--- src/rtl/pmon_pkg.sv ---
package pmon_pkg;
  localparam int unsigned WORD_W  = 32;
  localparam int unsigned NUM_CNT = 2;

  // big-endian field numbering: field bit n lives at vector index WORD_W-1-n
  function automatic int unsigned be_bit(input int unsigned n);
    return WORD_W - 1 - n;
  endfunction

  localparam int unsigned POS_FRZ_ALL  = be_bit(0);
  localparam int unsigned POS_FRZ_SUP  = be_bit(1);
  localparam int unsigned POS_FRZ_USR  = be_bit(2);
  localparam int unsigned POS_FRZ_MK1  = be_bit(3);
  localparam int unsigned POS_FRZ_MK0  = be_bit(4);
  localparam int unsigned POS_IRQ_EN   = be_bit(5);
  localparam int unsigned POS_FRZ_COND = be_bit(6);
  localparam int unsigned POS_CE0      = be_bit(16);
  localparam int unsigned POS_CE1      = be_bit(17);
endpackage

--- src/rtl/pmon_rst_sync.sv ---
module pmon_rst_sync (
  input  logic clk,
  input  logic rst_n,
  output logic rst_sync_n
);
  logic stage_q;

  always_ff @(posedge clk or negedge rst_n) begin
    if (!rst_n) begin
      stage_q    <= 1'b0;
      rst_sync_n <= 1'b0;
    end else begin
      stage_q    <= 1'b1;
      rst_sync_n <= stage_q;
    end
  end
endmodule

--- src/rtl/pmon_ctrl_reg.sv ---
module pmon_ctrl_reg
  import pmon_pkg::*;
(
  input  logic              clk,
  input  logic              rst_n,
  input  logic              wr_en,
  input  logic [WORD_W-1:0] wr_data,
  input  logic              priv_user,
  input  logic              hw_set_frz,
  input  logic              hw_clr_irq_en,
  output logic [WORD_W-1:0] ctrl_q,
  output logic              priv_viol
);
  logic [WORD_W-1:0] ctrl_d;
  logic              viol_d;
  logic              wr_ok;

  assign wr_ok = wr_en & ~priv_user;

  // next state: software write first, hardware updates override
  always_comb begin
    ctrl_d = ctrl_q;
    if (wr_ok) ctrl_d = wr_data;
    if (hw_set_frz) ctrl_d[POS_FRZ_ALL] = 1'b1;
    if (hw_clr_irq_en) ctrl_d[POS_IRQ_EN] = 1'b0;
    viol_d = wr_en & priv_user;
  end

  always_ff @(posedge clk or negedge rst_n) begin
    if (!rst_n) begin
      ctrl_q    <= '0;
      priv_viol <= 1'b0;
    end else begin
      ctrl_q    <= ctrl_d;
      priv_viol <= viol_d;
    end
  end
endmodule

--- src/rtl/pmon_freeze_gate.sv ---
module pmon_freeze_gate (
  input  logic frz_all,
  input  logic frz_sup,
  input  logic frz_usr,
  input  logic frz_mk1,
  input  logic frz_mk0,
  input  logic priv_user,
  input  logic proc_mark,
  output logic count_en
);
  logic [4:0] block_vec;

  always_comb begin
    block_vec[0] = frz_all;
    block_vec[1] = frz_sup & ~priv_user;
    block_vec[2] = frz_usr &  priv_user;
    block_vec[3] = frz_mk1 &  proc_mark;
    block_vec[4] = frz_mk0 & ~proc_mark;
    count_en     = ~|block_vec;
  end
endmodule

--- src/rtl/pmon_evt_cnt.sv ---
module pmon_evt_cnt #(
  parameter int unsigned CNT_W = 8
) (
  input  logic             clk,
  input  logic             rst_n,
  input  logic             inc,
  output logic [CNT_W-1:0] cnt_q,
  output logic             msb_rise
);
  localparam logic [CNT_W-1:0] BELOW_HALF = {1'b0, {(CNT_W-1){1'b1}}};

  logic [CNT_W-1:0] cnt_d;

  always_comb begin
    cnt_d    = inc ? cnt_q + 1'b1 : cnt_q;
    msb_rise = inc & (cnt_q == BELOW_HALF);
  end

  always_ff @(posedge clk or negedge rst_n) begin
    if (!rst_n) cnt_q <= '0;
    else if (inc) cnt_q <= cnt_d;
  end
endmodule

--- src/rtl/pmon_freeze_ctrl.sv ---
module pmon_freeze_ctrl
  import pmon_pkg::*;
#(
  parameter int unsigned CNT_W = 8
) (
  input  logic               clk,
  input  logic               rst_n,
  input  logic               wr_en,
  input  logic [WORD_W-1:0]  wr_data,
  input  logic               priv_user,
  input  logic               proc_mark,
  input  logic [NUM_CNT-1:0] evt,
  input  logic               ext_cond,
  input  logic               irq_taken,
  output logic [WORD_W-1:0]  ctrl_q,
  output logic [WORD_W-1:0]  ctrl_user_q,
  output logic               count_en,
  output logic               sample_upd_en,
  output logic               irq_req,
  output logic               priv_viol,
  output logic [CNT_W-1:0]   cnt0,
  output logic [CNT_W-1:0]   cnt1
);
  logic               rst_sync_n;
  logic               hw_cond;
  logic               irq_d;
  logic [NUM_CNT-1:0] cnt_inc;
  logic [NUM_CNT-1:0] cnt_rise;
  logic [NUM_CNT-1:0] ce_bits;
  logic [CNT_W-1:0]   cnt_val [NUM_CNT];

  pmon_rst_sync i_rst_sync (
    .clk        (clk),
    .rst_n      (rst_n),
    .rst_sync_n (rst_sync_n)
  );

  pmon_ctrl_reg i_ctrl_reg (
    .clk           (clk),
    .rst_n         (rst_sync_n),
    .wr_en         (wr_en),
    .wr_data       (wr_data),
    .priv_user     (priv_user),
    .hw_set_frz    (hw_cond & ctrl_q[POS_FRZ_COND]),
    .hw_clr_irq_en (irq_taken),
    .ctrl_q        (ctrl_q),
    .priv_viol     (priv_viol)
  );

  pmon_freeze_gate i_gate (
    .frz_all   (ctrl_q[POS_FRZ_ALL]),
    .frz_sup   (ctrl_q[POS_FRZ_SUP]),
    .frz_usr   (ctrl_q[POS_FRZ_USR]),
    .frz_mk1   (ctrl_q[POS_FRZ_MK1]),
    .frz_mk0   (ctrl_q[POS_FRZ_MK0]),
    .priv_user (priv_user),
    .proc_mark (proc_mark),
    .count_en  (count_en)
  );

  assign ce_bits = {ctrl_q[POS_CE1], ctrl_q[POS_CE0]};

  for (genvar g = 0; g < NUM_CNT; g++) begin : g_cnt
    assign cnt_inc[g] = evt[g] & count_en;
    pmon_evt_cnt #(.CNT_W(CNT_W)) i_cnt (
      .clk      (clk),
      .rst_n    (rst_sync_n),
      .inc      (cnt_inc[g]),
      .cnt_q    (cnt_val[g]),
      .msb_rise (cnt_rise[g])
    );
  end

  assign cnt0          = cnt_val[0];
  assign cnt1          = cnt_val[1];
  assign ctrl_user_q   = ctrl_q;
  assign sample_upd_en = ~ctrl_q[POS_FRZ_ALL];
  assign hw_cond       = (|(cnt_rise & ce_bits)) | ext_cond;

  always_comb irq_d = hw_cond & ctrl_q[POS_IRQ_EN];

  always_ff @(posedge clk or negedge rst_sync_n) begin
    if (!rst_sync_n) irq_req <= 1'b0;
    else             irq_req <= irq_d;
  end
endmodule

--- config.mk ---
export PLATFORM = sky130hd
export DESIGN_NAME = pmon_freeze_ctrl
export DESIGN_NICKNAME = d
export VERILOG_FILES = /design/src/rtl/pmon_pkg.sv /design/src/rtl/pmon_rst_sync.sv /design/src/rtl/pmon_ctrl_reg.sv /design/src/rtl/pmon_freeze_gate.sv /design/src/rtl/pmon_evt_cnt.sv /design/src/rtl/pmon_freeze_ctrl.sv
export SDC_FILE = /design/constraint.sdc
export NUM_CORES = 1
export LEC_CHECK = 0
export CAP_MARGIN = 20
export CORE_MARGIN = 3
export CORE_UTILIZATION = 44
export CTS_BUF_LIST = sky130_fd_sc_hd__clkbuf_8
export DETAILED_ROUTE_END_ITERATION = 8
export PLACE_DENSITY = 0.88
export SLEW_MARGIN = 20
export SYNTH_ARGS = -nofsm -noshare
export SYNTH_HDL_FRONTEND = slang
export SYNTH_SLANG_ARGS = --single-unit
--- constraint.sdc ---
create_clock -name clk -period 3.2 [get_ports clk]
set_clock_uncertainty 0.2 [all_clocks]
set_input_delay 0.64 -clock clk [delete_from_list [all_inputs] [get_ports clk]]
set_output_delay 0.64 -clock clk [all_outputs]
set_load 0.02 [all_outputs]
After elaboration in Yosys (flattened, before gate mapping)
Cells that the tools add are included. W data, S select, Z words.

Mux-type cells: 3. Eq/ne operators: 2. Reductions and logical operators: 5. $add $sub $neg: 2. Bitwise logic cells: 17.

Operators with widths (number): $mux W32 (1); $add A8 B1 Y8 const B (2); $eq A8 B7 Y1 const B (2); $and A1 B1 Y1 (12); $reduce_or A5 Y1 (1); $reduce_bool A2 Y1 (2); $not A1 Y1 (3); $and A2 B2 Y2 (1); $mux W1 (2); $reduce_or A2 Y1 (1); $logic_not A1 Y1 (1); $or A1 B1 Y1 (1).

Input port bits: 41. Bits in registers: 52. Logic and storage cells: 38. Output and inout port bits: 84.

Depth between registers and ports, before layout
Gate-level depths: netlist of run 1.

Word-level depth: 11. Gate-level depth with buffers: 5. Depth with buffers taken out: 5.

Cells and area by module
A second synthesis of run 1 with hierarchy kept.

Cells, all modules: 178. Area total of the unflattened synthesis: 2523.7 sq um.

Modules (own cells, without submodules): pmon_ctrl_reg (times used 1, area each 1401.3 sq um, seq. area each 825.8 sq um, cells an instance 75); pmon_evt_cnt (times used 2, area each 355.3 sq um, seq. area each 200.2 sq um, cells an instance 29); pmon_freeze_ctrl (times used 1, area each 309.0 sq um, seq. area each 25.0 sq um, cells an instance 39); pmon_rst_sync (times used 1, area each 53.8 sq um, seq. area each 50.0 sq um, cells an instance 3); pmon_freeze_gate (times used 1, area each 48.8 sq um, seq. area each 0.0 sq um, cells an instance 3).

Worst setup path after synthesis of run 1
Ideal clock, no wire load.

Kind: input port to output port. Start point: in proc_mark. End point: out count_en. Slack: 1.036 ns. Buffers on the path: 1. Required time: 2.360 ns. Arrival time: 1.324 ns. Stages on the path: 3. Cell sequence: mux2_4 -> nor3_4 -> buf_6.

Longest elaborated chain between the ends: 4. Elaborated cells on any way between the ends: 5. Those cells by class: bitwise: 3; reduce/logical: 2.

Ends and longest elaborated chain: start, declared (RTL line pmon_freeze_ctrl.sv:11) `input logic proc_mark,`; $not A1 Y1 (RTL line pmon_freeze_gate.sv:18) `block_vec[4] = frz_mk0 & ~proc_mark;`; $and A1 B1 Y1 (RTL line pmon_freeze_gate.sv:18); $reduce_or A5 Y1 * (RTL line pmon_freeze_gate.sv:19) `count_en = ~|block_vec;`; $logic_not A1 Y1 * (RTL line pmon_freeze_gate.sv:19); end, declared (RTL line pmon_freeze_ctrl.sv:17) `output logic count_en,`.

Mark *: on every way between the ends. The rest lies on a longest branch, timed or not.

Worst setup path in the final report of run 1
Same ends and word-level chain as after synthesis.

==> results of run 1 <==
-- report_power, final --
part           total, mW  internal, mW  switching, mW
Combinational      0.784         0.428          0.356
Sequential         0.879         0.759          0.119
Clock              0.375         0.155          0.220
Total               2.04          1.34          0.695
-- layer usage --
metal	GRT usage	wire length [um]
met1	0.2189	2269
met2	0.3005	2815
met3	0.03363	320
met4	0.05574	61
met5	0	0
-- worst min-delay path by stage --
stage | from | to | slack, ns | cells past startpoint
2_1_floorplan | i_rst_sync.stage_q | i_rst_sync.rst_sync_n | 0.13 | 0
3_3_place_gp | i_rst_sync.stage_q | i_rst_sync.rst_sync_n | 0.13 | 0
3_5_place_dp | i_rst_sync.stage_q | i_rst_sync.rst_sync_n | 0.16 | 0
4_1_cts | i_rst_sync.stage_q | i_rst_sync.rst_sync_n | 0.19 | 0
5_1_grt | i_rst_sync.stage_q | i_rst_sync.rst_sync_n | 0.19 | 0
6_report | i_rst_sync.rst_sync_n | irq_req | 0.18 | 0
-- placed cells by master, fill, tap and decap left out, drive strengths merged, types with 3 or more instances in the layout --
| cell type | n |
|---|---|
| nand2 | 4 |
| nand4 | 7 |
| xnor2 | 12 |
| and2 | 4 |
| mux2 | 34 |
| buf | 5 |
| clkdlybuf4s50 | 124 |
| dfrtp | 52 |
| and3 | 3 |
| nand3 | 5 |
| clkbuf | 5 |
-- sequential cells by signal (all words and copies together), names as in the netlist --
register	count
irq_req	1
i_rst_sync.rst_sync_n	1
i_ctrl_reg.ctrl_q	32
i_ctrl_reg.priv_viol	1
i_rst_sync.stage_q	1
g_cnt.i_cnt.cnt_q	16
-- worst max-delay path, cell delays in order --
cell and delay, ns:
clkdlybuf4s50_1 0.48, mux2_4 0.32, nor3_4 0.21, clkdlybuf4s50_1 0.64
-- area by class of cell --
type                            count  area [um^2]  share of cell area
Inverter                            2        7.507            0.002086
Multi-Input combinational cell     87        815.8              0.2266
Clock buffer                        5        68.82             0.01912
Clock inverter                      3        23.77            0.006604
Tap cell                           70        87.58             0.02433
Sequential cell                    52         1305              0.3625
Timing Repair Buffer              129         1291              0.3587
-- through the flow --
stage | instance area, um^2 | utilization
final | 3600 | 0.6873
after global routing | 3600 | 0.6873
after CTS | 3597 | 0.6868
after detailed placement | 3505 | 0.6691
after global placement | 3505 | 0.6691
after floorplan | 2439 | -
-- logic make-up after synthesis --
family,Yosys count,synth area share
flip-flops,52,0.5336
buffers and inverters,45,0.1349
multiplexers,35,0.1657
AND/OR/NAND/NOR,30,0.09133
XOR/XNOR,14,0.05028
AO/OA/AOI/OAI,5,0.01231
adder cells (fa/ha/maj),2,0.01026
other,1,0.001538
==> results.cfg, run 1 <==
[cts]
cts_tree = built
hold_buffers = 0
ctsHtreeMaxLevel = 2
clk-insertion-delay-late_ns = 0.30
cts.sinks = 52
clkTransAtPathRegs_ns = 0.10
cts_setup_buffers = 0
cts_buffers = 5
root_buffer = clkbuf_8
clockBufferDepth = 2
cts.repair.resized = 0

[setup_path]
critical_path_class = in2out
critPathMaxFanout = 2
reg2reg_depth = 5
critical_path.startpoint = proc_mark
end_kind = output port
reg2reg_from = i_ctrl_reg.ctrl_q[28]
arrival_ns = 2.29
r2r_slack_ns = 1.33
r2r_end = g_cnt[0].i_cnt.cnt_q[1]
cp_data_required_time_ns = 2.36
crit_end = count_en
cp-start-kind = primary input

[synthesis]
avgSynthCellArea_um2 = 13.25
synth_area_um2 = 2439
synth_cells = 184
yosysMostFrequentCell = dfrtp_1
synth_cell_types = 29
synth_area_leaders = dfrtp_1 53%, mux2_2 14%, buf_4 11%, xnor2_1 4.3%, mux2_4 1.8%
synthesis.nets = 227
synth-edff-count = 0
ys_seq_area_frac = 0.5336
synthArstFlopShare = 1.000
ys_seq_elements = 52
synth_top_cell_by_area = dfrtp_1
synth_warnings = 0
synthFlopType = dfrtp_1
synth_commonest_cells = 52 x dfrtp_1, 37 x buf_4, 31 x mux2_2
yosys.area.top_type_share = 0.5336

[sta]
tightest_slew_ns = 0.6467
tns_ns = 0
period_minus_slack_ns = 3.131
setup_viol = 0
slew-limit-headroom = 0.5689
hold_viol = 0
holdWs_ns = 0.1751
setup_slack_ns = 0.06903
slew_violations = 0
fmax_ghz = 0.3194
rsz0062_at_grt = no
final.period_utilization = 0.9784

[routing]
num_vias = 1664
drc = 0
drtIter0Drc = 40
dr.pass1.iters = 4
routedWlPerCell_um = 15.71
viasPerCell = 4.782
wirelength_um = 5467
postRouteAntennaNets = 0

[floorplan]
initial_utilization = 0.4656
core_area_um2 = 5238
boundaryPins = 125
die_h_um = 80.45
die_area_um2 = 6471
rows = 26
die_w_um = 80.45

[placed_design]
place_inst = 340
post-place-ws_ns = 0.08029
port_buffers = 124
gp_congestion = 0.7267
dp.final_hpwl_um = 4125

[final_layout]
syn_to_final_growth_pct = 47.61
layout.cells.non_filler = 348
layout.nets = 320
antenna_cells = 0
drive_above_1_share = 0.1906
fill_cells = 399

[pwr]
ir_drop_mv = 0.3649
power_mw = 2.038
p_leak_nw = 1.492
power_density_nw_per_um2 = 566.1

[grt]
antenna_found_initial = 0
grt_pass1_vias = 1775
grt_max_degree = 51
grt_pass1_wl_um = 8687
grt.total_usage = 0.1742
grt-ovfl-total = 0

[job]
drv_cap = 0

[outcome]
outcome = completed

[hold_path]
hp-class = reg2async
Power figures use the tool's default switching activity.
==> run 2: changes to the inputs <==
CELL_PAD_IN_SITES_DETAIL_PLACEMENT = 1   (was unset)
CELL_PAD_IN_SITES_GLOBAL_PLACEMENT = 2   (was unset)
CORE_UTILIZATION = 43   (was 44)
DONT_BUFFER_PORTS = 1   (was unset)
HOLD_SLACK_MARGIN = 0.05   (was unset)
PLACE_DENSITY = unset   (was 0.88)
PLACE_DENSITY_LB_ADDON = 0.1   (was unset)
==> run 2 against run 1 <==
Net effect:
- count of clock-buffer cells in the layout is the same
- maximum frequency grew 17%
- highest routed layer unchanged
- critical path depth shrank 2
- global-route usage shrank 3.8 points
- register-to-register slack lost 0.46 ns
- combinational power shrank 76%
- final area shrank 35%
==> results.cfg, run 2 (same netlist as run 1, synthesis figures left out) <==
[floorplan]
initial_utilization = 0.4599
die_h_um = 81.31
core_area_um2 = 5303
boundaryPins = 125
die_w_um = 81.31
rows = 26
die_area_um2 = 6611

[setup_path]
cp_data_required_time_ns = 2.36
arrival_ns = 1.82
cpMaxStageDelayCell = nor3_4
crit_cells = 2
critical_path_class = reg2out
critical_path.startpoint = i_ctrl_reg.ctrl_q[27]
reg2reg_depth = 4
crit_end = count_en
path_buf_inv = 0
critPathMaxFanout = 11
path_cells = mux2_4 > nor3_4
end_kind = output port
slowest_delay_ns = 0.57
r2r_end = g_cnt[0].i_cnt.cnt_q[1]
cp-start-kind = register
cp_top_family = simple AND/OR/NAND/NOR gates
r2r_slack_ns = 0.87
reg2reg_from = i_ctrl_reg.ctrl_q[27]

[final_layout]
top_register = i_ctrl_reg.ctrl_q
utilization = 0.4405
antenna_cells = 0
final_cell_mix = 51 x dfrtp_1, 31 x mux2_2, 12 x xnor2_1
layout_commonest_cell = dfrtp_1
layout.cells.non_filler = 221
post-route-cell-area_um2 = 2336
largest_reg_flops = 32
drive_above_1_share = 0.3179
syn_to_final_growth_pct = -4.207
layout.nets = 193
top_regs = i_ctrl_reg.ctrl_q x32, g_cnt.i_cnt.cnt_q x16

[routing]
drc = 0
dr.pass1.iters = 4
routedWlPerCell_um = 20.02
postRouteAntennaNets = 0
drtIter0Drc = 32
num_vias = 1220
wirelength_um = 4425
viasPerCell = 5.520

[hold_path]
hp-class = reg2reg
hold_start = i_rst_sync.stage_q
holdPathStages = 0

[cts]
ctsHtreeMaxLevel = 2
clockBufferDepth = 2
root_buffer = clkbuf_8
cts_setup_buffers = 0
clk-insertion-delay-late_ns = 0.30
cts_buffers = 5
cts_tree = built
clkTransAtPathRegs_ns = 0.09
cts.sinks = 52

[grt]
antenna_found_initial = 0
grt-ovfl-total = 0
grt_max_degree = 51
grt_pass1_vias = 1363
grt.total_usage = 0.1358
grt_pass1_wl_um = 6624

[sta]
setup_slack_ns = 0.5352
holdWs_ns = 0.1543
tns_ns = 0
slew_violations = 0
slew-limit-headroom = 0.5487
final.period_utilization = 0.8328
period_minus_slack_ns = 2.665
fmax_ghz = 0.3753
hold_viol = 0
rsz0062_at_grt = no
setup_viol = 0
tightest_slew_ns = 0.6769

[placed_design]
place_inst = 212
place_area_um2 = 2216
post-place-ws_ns = 0.8081
dp.final_hpwl_um = 3312
port_buffers = 0
gp_congestion = 0.6722

[job]
drv_cap = 0

[pwr]
ir_drop_mv = 0.2699
power_mw = 1.717
p_leak_nw = 1.012
power_density_nw_per_um2 = 735.1

[outcome]
outcome = completed
## run 2: how the worst min path moves through the flow
stage               slack, ns               endpoint
detailed placement       0.14     i_rst_sync.stage_q
floorplan                0.13  i_rst_sync.rst_sync_n
finish                   0.15  i_rst_sync.rst_sync_n
global route             0.17  i_rst_sync.rst_sync_n
global placement         0.14     i_rst_sync.stage_q
CTS                      0.16  i_rst_sync.rst_sync_n
## run 2: what timing repair did
item / CTS / global route
endpoints found under the hold margin: 2 / 0
resized for setup: 0 / 0
hold buffers: 1 / 0
endpoints found under the setup margin: 0 / 0
## run 2: cell type report
| cell class | count | area, um^2 |
|---|---|---|
| Multi-Input combinational cell | 87 | 810.8 |
| Timing Repair Buffer | 2 | 17.52 |
| Sequential cell | 52 | 1305 |
| Clock buffer | 5 | 68.82 |
| Fill cell | 545 | 2967 |
| Inverter | 2 | 7.507 |
| Clock inverter | 3 | 38.79 |
| Tap cell | 70 | 87.58 |
## run 2: power by group
group	total, mW	switching [mW]	internal [mW]
combinational	0.189	0.0790	0.110
clock	0.433	0.204	0.229
sequential	1.09	0.340	0.755
## run 2: layer usage
metal  global-route usage  vias to the layer above  wire, um
li1                     -                      520         -
met1               0.1458                      621      1582
met2               0.2313                       74      2246
met3              0.05987                        5       552
met4              0.05743                        0        44
met5                    0                        -         0
## run 2: worst register-to-register path: stages, from the launching register on
cell	delay, ns
dfrtp_1	0.55
mux2_4	0.39
nor3_4	0.58
nand2_1	0.19
mux2_2	0.31
==> run 3: changes to the inputs <==
CORE_UTILIZATION = 36   (was 43)
clock period = 2.2 ns   (was 3.2 ns; I/O delays follow)
==> run 3 against run 2 <==
Net effect:
- combinational power increased by 92%
- setup slack got worse by 0.39 ns
- highest routed layer unchanged
- hold slack got worse by 0.11 ns
- critical path type unchanged
==> results.cfg, run 3 (same netlist as run 1, synthesis figures left out) <==
[sta]
holdWs_ns = 0.04316
period_minus_slack_ns = 2.051
tns_ns = 0
fmax_ghz = 0.4876
setup_viol = 0
hold_viol = 0
final.period_utilization = 0.9322
tightest_slew_ns = 0.5045
slew-limit-headroom = 0.6636
rsz0062_at_grt = no
slew_violations = 0

[pwr]
ir_drop_mv = 0.3696
pwr-share-comb = 0.141
power_density_nw_per_um2 = 1060
p_switching_uw = 927.5
p_leak_nw = 1.060
p_int_mw = 1.656
clockPowerShare = 0.263
seqPwrFrac = 0.596
power.share.switching = 0.3590

[placed_design]
place_inst = 226
dp.final_hpwl_um = 3508
gp_congestion = 0.6706
place_area_um2 = 2295
port_buffers = 0

[job]
drv_cap = 0

[setup_path]
end_kind = output port
r2r_slack_ns = 0.37
cp_top_family = flip-flops
path_buf_inv = 1
cpMaxStageDelayCell = dfrtp_1
reg2reg_depth = 5
slowest_delay_ns = 0.39
critical_path_class = reg2out
cp_data_required_time_ns = 1.56
critPathMaxFanout = 11
r2r_end = g_cnt[0].i_cnt.cnt_q[6]
path_cells = mux2_4 > nor3_4 > buf_4
cp-start-kind = register
arrival_ns = 1.41
reg2reg_from = g_cnt[0].i_cnt.cnt_q[0]

[floorplan]
rows = 29
die_w_um = 88.31
core_area_um2 = 6459
die_area_um2 = 7798
boundaryPins = 125
initial_utilization = 0.3776
die_h_um = 88.31

[hold_path]
hp-class = reg2async

[cts]
root_buffer = clkbuf_8
clk-insertion-delay-late_ns = 0.30
cts.sinks = 52
cts_buffers = 5
clkTransAtPathRegs_ns = 0.09
ctsHtreeMaxLevel = 2
clockBufferDepth = 2
cts_tree = built

[routing]
viasPerCell = 5.284
dr.pass1.iters = 3
postRouteAntennaNets = 0
num_vias = 1247
routedWlPerCell_um = 19.76
drtIter0Drc = 17
drc = 0
wirelength_um = 4663

[final_layout]
fill_cells = 666
post-route-cell-area_um2 = 2436
layout_commonest_cell = dfrtp_1
top_regs = i_ctrl_reg.ctrl_q x32, g_cnt.i_cnt.cnt_q x16
top_register = i_ctrl_reg.ctrl_q
antenna_cells = 0
layout.nets = 201
utilization = 0.3772
final_cell_mix = 51 x dfrtp_1, 31 x mux2_2, 12 x xnor2_1
drive_above_1_share = 0.3522
layout.cells.non_filler = 236
largest_reg_flops = 32
syn_to_final_growth_pct = -0.1025

[grt]
grt-ovfl-total = 0
grt_max_degree = 33
grt_pass1_vias = 1399
antenna_found_initial = 0
grt_pass1_wl_um = 7031
grt.total_usage = 0.1199

[outcome]
outcome = completed
run 3: through the flow:
step / power, mW / setup slack (ns)
3_5_place_dp: 1.934 / 0.2955
6_report: 2.583 / 0.1491
5_1_grt: 2.740 / 0.07179
3_3_place_gp: 1.906 / 0.3188
4_1_cts: 2.633 / 0.1193
2_1_floorplan: 1.949 / 0.4063
run 3: worst max-delay path by stage:
stage | slack [ns] | start | depth (start not counted) | end
floorplan | 0.41 | proc_mark | 5 | g_cnt[1].i_cnt.cnt_q[1]
CTS | 0.12 | i_ctrl_reg.ctrl_q[27] | 3 | count_en
global placement | 0.32 | proc_mark | 5 | g_cnt[0].i_cnt.cnt_q[1]
finish | 0.15 | i_ctrl_reg.ctrl_q[27] | 3 | count_en
detailed placement | 0.30 | proc_mark | 5 | g_cnt[0].i_cnt.cnt_q[1]
global route | 0.07 | i_ctrl_reg.ctrl_q[27] | 3 | count_en
run 3: power groups by stage:
stage / sequential, mW / combinational (mW) / clock, mW
floorplan: 1.43 / 0.520 / 0
global placement: 1.56 / 0.347 / 0
detailed placement: 1.57 / 0.368 / 0
CTS: 1.55 / 0.372 / 0.714
global route: 1.58 / 0.398 / 0.765
finish: 1.54 / 0.363 / 0.680
run 3: area by class of cell:
class / count / area [um^2] / share of cell area
clock buffer: 6 / 82.58 / 0.03390
clock inverter: 2 / 38.79 / 0.01592
inverter: 2 / 7.507 / 0.003082
multi-input combinational: 87 / 815.8 / 0.3349
sequential: 52 / 1303 / 0.5347
tap: 77 / 96.34 / 0.03955
timing repair buffer: 10 / 92.59 / 0.03801
run 3: routing by layer:
layer	wire length, um	vias up	GRT usage
met4	61	0	0.03571
li1	-	535	-
met5	0	-	0
met2	2368	63	0.2039
met1	1757	641	0.1292
met3	475	8	0.06425
run 3: worst reg2reg max path, stage by stage (launching register included):
cell and delay [ns]:
dfrtp_1 0.53, ha_1 0.22, nand4_1 0.17, nor4_4 0.30, nand3_1 0.15, xnor2_1 0.15
run 3: timing repair:
item	CTS	global route
hold endpoints to repair	3	0
endpoints found under the setup margin	0	0
hold buffers	2	0
buffers inserted	0	0
resized for setup	0	0
